File: src/rtl/port_io_pkg.sv
package port_io_pkg;

  localparam logic [7:0] OPC_IN_IMM  = 8'hDB;
  localparam logic [7:0] OPC_OUT_IMM = 8'hD3;
  localparam logic [7:0] OPC_PREFIX  = 8'hED;

  localparam logic [2:0] RCODE_FLAGS = 3'b110;
  localparam logic [2:0] RCODE_ACC   = 3'b111;

  // flag bit positions
  localparam int FB_S  = 7;
  localparam int FB_Z  = 6;
  localparam int FB_H  = 4;
  localparam int FB_PV = 2;
  localparam int FB_N  = 1;
  // bits kept from the old flags: 5, 3 and carry
  localparam logic [7:0] FLAG_KEEP = 8'b0010_1001;

  typedef enum logic [1:0] {
    ST_IDLE   = 2'd0,
    ST_ACCESS = 2'd1,
    ST_TAIL   = 2'd2
  } seq_state_t;

  typedef struct packed {
    logic       ok;        // opcode is handled here
    logic       dir_in;    // 1 = port read
    logic       long_form; // prefixed register-port form
    logic [2:0] rcode;     // register code
  } dec_t;

endpackage

File: src/rtl/port_io_decode.sv
module port_io_decode
  import port_io_pkg::*;
(
  input  logic [7:0] op0,
  input  logic [7:0] op1,
  output dec_t       dec
);

  logic pfx_match;

  // second byte of the prefixed forms: 01 rrr 00d
  assign pfx_match = (op1[7:6] == 2'b01) && (op1[2:1] == 2'b00);

  always_comb begin
    dec = '0;
    if (op0 == OPC_IN_IMM) begin
      dec.ok     = 1'b1;
      dec.dir_in = 1'b1;
      dec.rcode  = RCODE_ACC;
    end else if (op0 == OPC_OUT_IMM) begin
      dec.ok     = 1'b1;
      dec.dir_in = 1'b0;
      dec.rcode  = RCODE_ACC;
    end else if ((op0 == OPC_PREFIX) && pfx_match) begin
      dec.ok        = 1'b1;
      dec.long_form = 1'b1;
      dec.dir_in    = ~op1[0];
      dec.rcode     = op1[5:3];
    end
  end

endmodule

File: src/rtl/port_io_flags.sv
module port_io_flags
  import port_io_pkg::*;
(
  input  logic [7:0] din,
  input  logic [7:0] f_old,
  output logic [7:0] f_new
);

  logic [7:0] fresh;

  always_comb begin
    fresh        = '0;
    fresh[FB_S]  = din[7];
    fresh[FB_Z]  = (din == 8'h00);
    fresh[FB_PV] = ~(^din);
    fresh[FB_H]  = 1'b0;
    fresh[FB_N]  = 1'b0;
    f_new        = (f_old & FLAG_KEEP) | (fresh & ~FLAG_KEEP);
  end

endmodule

File: src/rtl/port_io_seq.sv
module port_io_seq
  import port_io_pkg::*;
#(
  parameter int CYC_IMM = 11,
  parameter int CYC_REG = 12
) (
  input  logic clk,
  input  logic rst_n,
  input  logic go,
  input  logic long_form,
  input  logic io_ack,
  output logic idle,
  output logic io_active,
  output logic ack_take,
  output logic fin
);

  localparam int CYC_MAX = (CYC_REG > CYC_IMM) ? CYC_REG : CYC_IMM;
  localparam int CW      = $clog2(CYC_MAX + 1);
  localparam logic [CW-1:0] LIM_IMM = CW'(CYC_IMM - 1);
  localparam logic [CW-1:0] LIM_REG = CW'(CYC_REG - 1);

  seq_state_t    st_q, st_d;
  logic [CW-1:0] cnt_q, cnt_d;
  logic [CW-1:0] lim_q, lim_d;

  always_comb begin
    st_d  = st_q;
    cnt_d = cnt_q;
    lim_d = lim_q;
    fin   = 1'b0;
    case (st_q)
      ST_IDLE: begin
        if (go) begin
          st_d  = ST_ACCESS;
          cnt_d = CW'(1);
          lim_d = long_form ? LIM_REG : LIM_IMM;
        end
      end
      ST_ACCESS: begin
        if (cnt_q < lim_q) cnt_d = cnt_q + CW'(1);
        if (io_ack) begin
          if (cnt_q >= lim_q) begin
            fin  = 1'b1;
            st_d = ST_IDLE;
          end else begin
            st_d = ST_TAIL;
          end
        end
      end
      ST_TAIL: begin
        if (cnt_q >= lim_q) begin
          fin  = 1'b1;
          st_d = ST_IDLE;
        end else begin
          cnt_d = cnt_q + CW'(1);
        end
      end
      default: st_d = ST_IDLE;
    endcase
  end

  always_ff @(posedge clk or negedge rst_n) begin
    if (!rst_n) begin
      st_q  <= ST_IDLE;
      cnt_q <= '0;
      lim_q <= '0;
    end else begin
      st_q  <= st_d;
      cnt_q <= cnt_d;
      lim_q <= lim_d;
    end
  end

  assign idle      = (st_q == ST_IDLE);
  assign io_active = (st_q == ST_ACCESS);
  assign ack_take  = io_active & io_ack;

  // the cycle counter never passes the budget of the running instruction
  assert_cnt_bound_R7: assert property (@(posedge clk) disable iff (!rst_n)
    (st_q != ST_IDLE) |-> (cnt_q <= lim_q));

  // after the access has ended no second access starts within the instruction
  assert_tail_no_reaccess_R10: assert property (@(posedge clk) disable iff (!rst_n)
    (st_q == ST_TAIL) |=> (st_q != ST_ACCESS));

endmodule

File: src/rtl/port_io_exec.sv
module port_io_exec
  import port_io_pkg::*;
#(
  parameter int CYC_IMM = 11,
  parameter int CYC_REG = 12
) (
  input  logic        clk,
  input  logic        rst_n,
  input  logic        start,
  input  logic [7:0]  op0,
  input  logic [7:0]  op1,
  input  logic [7:0]  reg_a,
  input  logic [7:0]  reg_b,
  input  logic [7:0]  reg_c,
  input  logic [7:0]  reg_d,
  input  logic [7:0]  reg_e,
  input  logic [7:0]  reg_h,
  input  logic [7:0]  reg_l,
  input  logic [7:0]  reg_f,
  output logic [15:0] io_addr,
  output logic [7:0]  io_wdata,
  output logic        io_rd,
  output logic        io_wr,
  input  logic        io_ack,
  input  logic [7:0]  io_rdata,
  output logic        done,
  output logic        not_mine,
  output logic        wb_en,
  output logic [2:0]  wb_sel,
  output logic [7:0]  wb_data,
  output logic        flag_we,
  output logic [7:0]  flag_data
);

  dec_t dec;
  logic idle, io_active, ack_take, fin, go;

  port_io_decode u_decode (
    .op0 (op0),
    .op1 (op1),
    .dec (dec)
  );

  assign go = start & idle & dec.ok;

  port_io_seq #(
    .CYC_IMM (CYC_IMM),
    .CYC_REG (CYC_REG)
  ) u_seq (
    .clk       (clk),
    .rst_n     (rst_n),
    .go        (go),
    .long_form (dec.long_form),
    .io_ack    (io_ack),
    .idle      (idle),
    .io_active (io_active),
    .ack_take  (ack_take),
    .fin       (fin)
  );

  // instruction context, loaded on go
  logic [15:0] addr_q, addr_d;
  logic [7:0]  wdat_q, wdat_d;
  logic        dirin_q, dirin_d;
  logic        setf_q, setf_d;
  logic [2:0]  rc_q, rc_d;
  logic [7:0]  fsnap_q, fsnap_d;
  logic [7:0]  rdat_q, rdat_d;
  logic [7:0]  src_byte;
  logic [7:0]  in_byte;
  logic [7:0]  f_calc;

  // source register for a write
  always_comb begin
    case (dec.rcode)
      3'b000:  src_byte = reg_b;
      3'b001:  src_byte = reg_c;
      3'b010:  src_byte = reg_d;
      3'b011:  src_byte = reg_e;
      3'b100:  src_byte = reg_h;
      3'b101:  src_byte = reg_l;
      3'b110:  src_byte = reg_f;
      default: src_byte = reg_a;
    endcase
  end

  always_comb begin
    addr_d  = addr_q;
    wdat_d  = wdat_q;
    dirin_d = dirin_q;
    setf_d  = setf_q;
    rc_d    = rc_q;
    fsnap_d = fsnap_q;
    if (go) begin
      addr_d  = dec.long_form ? {reg_b, reg_c} : {reg_a, op1};
      wdat_d  = dec.dir_in ? 8'h00 : src_byte;
      dirin_d = dec.dir_in;
      setf_d  = dec.long_form & dec.dir_in;
      rc_d    = dec.rcode;
      fsnap_d = reg_f;
    end
  end

  assign rdat_d  = (ack_take && dirin_q) ? io_rdata : rdat_q;
  assign in_byte = rdat_d;

  port_io_flags u_flags (
    .din   (in_byte),
    .f_old (fsnap_q),
    .f_new (f_calc)
  );

  // registered result pulses
  logic       done_q, nm_q, wben_q, fwe_q;
  logic [2:0] wbsel_q;
  logic [7:0] wbdat_q, fdat_q;
  logic       done_d, nm_d, wben_d, fwe_d;
  logic [2:0] wbsel_d;
  logic [7:0] wbdat_d, fdat_d;

  always_comb begin
    done_d  = fin;
    nm_d    = start & idle & ~dec.ok;
    wben_d  = fin & dirin_q & (rc_q != RCODE_FLAGS);
    fwe_d   = fin & setf_q;
    wbsel_d = wbsel_q;
    wbdat_d = wbdat_q;
    fdat_d  = fdat_q;
    if (fin) begin
      wbsel_d = rc_q;
      wbdat_d = in_byte;
      fdat_d  = f_calc;
    end
  end

  always_ff @(posedge clk or negedge rst_n) begin
    if (!rst_n) begin
      addr_q  <= '0;
      wdat_q  <= '0;
      dirin_q <= 1'b0;
      setf_q  <= 1'b0;
      rc_q    <= '0;
      fsnap_q <= '0;
      rdat_q  <= '0;
      done_q  <= 1'b0;
      nm_q    <= 1'b0;
      wben_q  <= 1'b0;
      fwe_q   <= 1'b0;
      wbsel_q <= '0;
      wbdat_q <= '0;
      fdat_q  <= '0;
    end else begin
      addr_q  <= addr_d;
      wdat_q  <= wdat_d;
      dirin_q <= dirin_d;
      setf_q  <= setf_d;
      rc_q    <= rc_d;
      fsnap_q <= fsnap_d;
      rdat_q  <= rdat_d;
      done_q  <= done_d;
      nm_q    <= nm_d;
      wben_q  <= wben_d;
      fwe_q   <= fwe_d;
      wbsel_q <= wbsel_d;
      wbdat_q <= wbdat_d;
      fdat_q  <= fdat_d;
    end
  end

  assign io_addr   = addr_q;
  assign io_wdata  = wdat_q;
  assign io_rd     = io_active & dirin_q;
  assign io_wr     = io_active & ~dirin_q;
  assign done      = done_q;
  assign not_mine  = nm_q;
  assign wb_en     = wben_q;
  assign wb_sel    = wbsel_q;
  assign wb_data   = wbdat_q;
  assign flag_we   = fwe_q;
  assign flag_data = fdat_q;

  // read and write strobes are exclusive
  assert_rd_wr_excl_R10: assert property (@(posedge clk) disable iff (!rst_n)
    !(io_rd && io_wr));

  // an unanswered request holds strobe, address and data
  assert_req_hold_R8: assert property (@(posedge clk) disable iff (!rst_n)
    ((io_rd || io_wr) && !io_ack) |=>
      ((io_rd || io_wr) && $stable(io_addr) && $stable(io_wdata)));

  // the strobe drops after the acknowledge edge
  assert_req_drop_R8: assert property (@(posedge clk) disable iff (!rst_n)
    ((io_rd || io_wr) && io_ack) |=> !(io_rd || io_wr));

  // a refused opcode causes no access and no completion
  assert_refuse_quiet_R9: assert property (@(posedge clk) disable iff (!rst_n)
    not_mine |-> (!done && !io_rd && !io_wr && !wb_en && !flag_we));

  // code 110 never reaches the register write port; write-back only with done
  assert_no_f_regwrite_R6: assert property (@(posedge clk) disable iff (!rst_n)
    wb_en |-> (done && (wb_sel != RCODE_FLAGS)));

  // written flags always have H and N clear
  assert_hn_clear_R5: assert property (@(posedge clk) disable iff (!rst_n)
    flag_we |-> (done && !flag_data[FB_H] && !flag_data[FB_N]));

  // completion is a single-cycle pulse
  assert_done_pulse_R7: assert property (@(posedge clk) disable iff (!rst_n)
    done |=> !done);

endmodule

File: config.mk
export PLATFORM = sky130hd
export DESIGN_NAME = port_io_exec
export DESIGN_NICKNAME = d
export VERILOG_FILES = /design/src/rtl/port_io_pkg.sv /design/src/rtl/port_io_decode.sv /design/src/rtl/port_io_flags.sv /design/src/rtl/port_io_seq.sv /design/src/rtl/port_io_exec.sv
export SDC_FILE = /design/constraint.sdc
export NUM_CORES = 1
export LEC_CHECK = 0
export ABC_AREA = 1
export BUFFER_PORTS_ARGS = -buffer_cell sky130_fd_sc_hd__clkbuf_2
export CAP_MARGIN = 5
export CORE_MARGIN = 2
export CORE_UTILIZATION = 46
export CTS_CLUSTER_DIAMETER = 100
export DETAILED_ROUTE_END_ITERATION = 6
export GPL_TIMING_DRIVEN = 0
export PLACE_DENSITY = 0.77
export SYNTH_ARGS = -nofsm -noshare
export SYNTH_HDL_FRONTEND = slang
export SYNTH_SLANG_ARGS = --single-unit
export TNS_END_PERCENT = 1
File: constraint.sdc
create_clock -name clk -period 2.1 [get_ports clk]
set_clock_uncertainty 0.1 [all_clocks]
set_input_delay 0.21 -clock clk [delete_from_list [all_inputs] [get_ports clk]]
set_output_delay 0.21 -clock clk [all_outputs]
set_load 0.02 [all_outputs]
==> results.ini <==
[outcome]
status=completed

[cells_and_area]
most-common-layout-cells=clkbuf_2, nand2_1, inv_1, dfrtp_1, nor2_1
syn_to_final_growth_pct=31.9
multiInputGateArea_sq_um=1970
nets=803
drive_above_1_share_pct=30.7
seq_area_sq_um=1700
fillers=835
n_antenna_cell=0
final_common_cell=clkbuf_2

[global_routing]
grt_pass1_vias=3891
antenna_found_initial=0
grt_max_degree=54
use_met2_pct=40.0
overflow=0
busiest_layer=met2
grt_util_met3_pct=5.25
grt_util_met1_pct=32.2
grt_pass1_wl_microns=18800
grt_usage_pct=24.3

[worst_setup_path]
endpoint_kind=register
r2r_end=flag_data[2]
critPathKind=register to register
path_cells=inv_2, ha_4, nand3_4, clkbuf_16, nand2_1, o21ai_2, ha_1, xor2_1, xnor2_1, o21ai_1
cp_num_buf_inv=2
worst_ep_required_time_ns=2.22
critPathMaxStageDelay_ns=0.40
cpLargestDelayFamily=adder cells
r2r_start=u_seq.st_q[1]
r2r_slack_ns=0.04
reg2reg_depth=10
cp-start-kind=register
crit_slowest_cell=dfrtp_1
path_max_fanout=8
cp.arrival_ns=2.18

[detailed_routing]
wl_microns=11500
drt_iter0_drc=199
drtPass1Iterations=5
drc=0
vias=4120
wire_per_inst_microns=14.1
postRouteAntennaNets=0
vias_per_cell=5.07

[clock_tree]
root_buffer=clkbuf_8
path_clk_slew_ns=0.07
cts_tree=done
cts.htree.levels=3
cts_buffer_depth=2
clock-sinks=68
clk_latency_ns=0.34
cts_buffers=9

[placement]
port_buffers=137
dpl.hpwl_microns=8860
routabilityCongestion=0.877

[power_and_ir_drop]
pwr-share-comb_pct=31.2
ir_worst_vdd_mv=0.395
pwr-share-seq_pct=38.1
power.total_w=0.00433
clkPwrFrac_pct=30.7
p_sw_share_pct=33.4
intPower_w=0.00289
p_leak_nw=3.12
p_sw_w=0.00144
power.density_nw_per_um2=816

[sta]
rsz0062_at_grt=yes
whs_ns=0.00983
max_freq_mhz=485
drv_slew=0
setup_tns_ns=0
tightestPinTransition_ns=0.584
hold_viol=0
fin_crit_sh_pct=98.1
setup_viol=0
slew_headroom_pct=61.1
period_minus_slack_ns=2.06

[logic_synthesis]
yosys.area.top_type=dfrtp_1
synthArstFlopShare_pct=100
ys_top_cells_by_area=dfrtp_1, nand2_1, inv_1
syn_avg_cell_area_sq_um=7.44
synth_edf_count=0
netlist-cell-type-count=35
yosys_warnings=0
synth.top_cell.area_share_pct=42.3
synth_area_sq_um=4020
yosys_register_bits=68
ys_seq_area_share_pct=42.3
synth_cells=541
synth_ff_type=dfrtp_1

[floorplan]
die_area_sq_um=9510
core_sq_um=8590
start_util_pct=46.8
dieWidth_microns=97.5
rows=34
die_h_microns=97.5
io_pins=141

[flow_run]
maxCapViolCount=0

[hold_path]
hold_path_startpoint=reg_f[5]
min_to=fsnap_q[5]
whs_path_depth=3
min_path_type=input port to register

==> how the worst max path moves through the flow <==
stage	startpoint	to	slack (ns)	cells past startpoint
2_1_floorplan	u_seq.st_q[1]	flag_data[2]	0.03	10
3_3_place_gp	u_seq.st_q[1]	flag_data[2]	-0.24	10
3_5_place_dp	u_seq.st_q[1]	flag_data[2]	-0.30	10
4_1_cts	u_seq.st_q[1]	flag_data[2]	-0.06	10
5_1_grt	u_seq.st_q[1]	flag_data[2]	-0.07	10
6_report	u_seq.st_q[1]	flag_data[2]	0.04	10
==> layout make-up <==
| cell class | count | area share [%] |
|---|---|---|
| well taps | 108 | 2.55 |
| plain buffers | 20 | 2.41 |
| multi-input cells | 366 | 37.1 |
| repair buffers | 146 | 15.0 |
| clock inverters | 6 | 2.10 |
| flip-flops and latches | 68 | 32.1 |
| inverters | 88 | 6.23 |
| clock buffers | 10 | 2.59 |
==> power groups by stage <==
stage	Clock [W]	Combinational [W]	Sequential, W
global route	0.00140	0.00150	0.00167
CTS	0.00135	0.00124	0.00165
global placement	0	0.00116	0.00165
finish	0.00133	0.00135	0.00165
detailed placement	0	0.00120	0.00166
floorplan	0	0.000697	0.00175
==> sequential cells by signal, indices dropped and copies added, names as in the netlist <==
signal	cells
flag_we	1
u_seq.lim_q	2
not_mine	1
io_addr	16
dirin_q	1
flag_data	6
u_seq.cnt_q	4
fsnap_q	3
setf_q	1
wb_en	1
io_wdata	8
u_seq.st_q	2
wb_sel	3
rdat_q	8
rc_q	3
done	1
wb_data	7
==> logic make-up after synthesis <==
family / Yosys count / synth area share, %
other: 1 / 0.0932
XOR/XNOR: 3 / 0.653
AO/OA/AOI/OAI: 85 / 11.8
AND/OR/NAND/NOR: 264 / 30.6
flip-flops: 68 / 42.3
buffers and inverters: 108 / 10.9
adder cells (fa/ha/maj): 12 / 3.73
==> tightest hold or removal path, cell delays in order <==
cell and delay, ns:
clkbuf_2 0.09, nand2_1 0.04, o21ai_0 0.06
==> metal layers <==
metal  vias up  wire, microns
met1      1865           4770
li1       2039              -
met2       187           5520
met4         0            297
met5         -              0
met3        29            900
==> cells in the mapped netlist (2+ instances only) <==
cell type and n:
clkbuf_1 8, nor2_2 4, a22oi_1 2, a21oi_1 25, dfrtp_1 68, nor2_4 3
ha_1 12, nand2_4 5, inv_1 87, buf_2 5, nand4_4 3, buf_4 5
o21ai_0 39, or2_2 2, a31oi_1 4, nand2_1 133, o21ai_1 7, o211ai_1 2
nand4_1 28, nor2_1 64, xnor2_1 2, nand3_1 20
==> per-stage QoR <==
step | utilization (%) | cells | worst slack [ns] | area [sq um]
floorplan | - | 542 | 0.0291 | 4040
global placement | 56.5 | 787 | -0.239 | 4860
detailed placement | 56.9 | 788 | -0.304 | 4890
CTS | 60.3 | 805 | -0.0584 | 5180
global route | 61.7 | 812 | -0.0667 | 5310
finish | 61.7 | 812 | 0.0395 | 5310
==> repair_timing <==
| action | in CTS | in global routing |
|---|---|---|
| setup endpoints to repair | 21 | 23 |
| setup buffers | 0 | 6 |
| hold buffers | 1 | 0 |
| gates cloned | 0 | 1 |
| endpoints found under the hold margin | 68 | 0 |
| resized for setup | 13 | 22 |
| pin swaps | 0 | 6 |
Power figures use the tool's default switching activity.
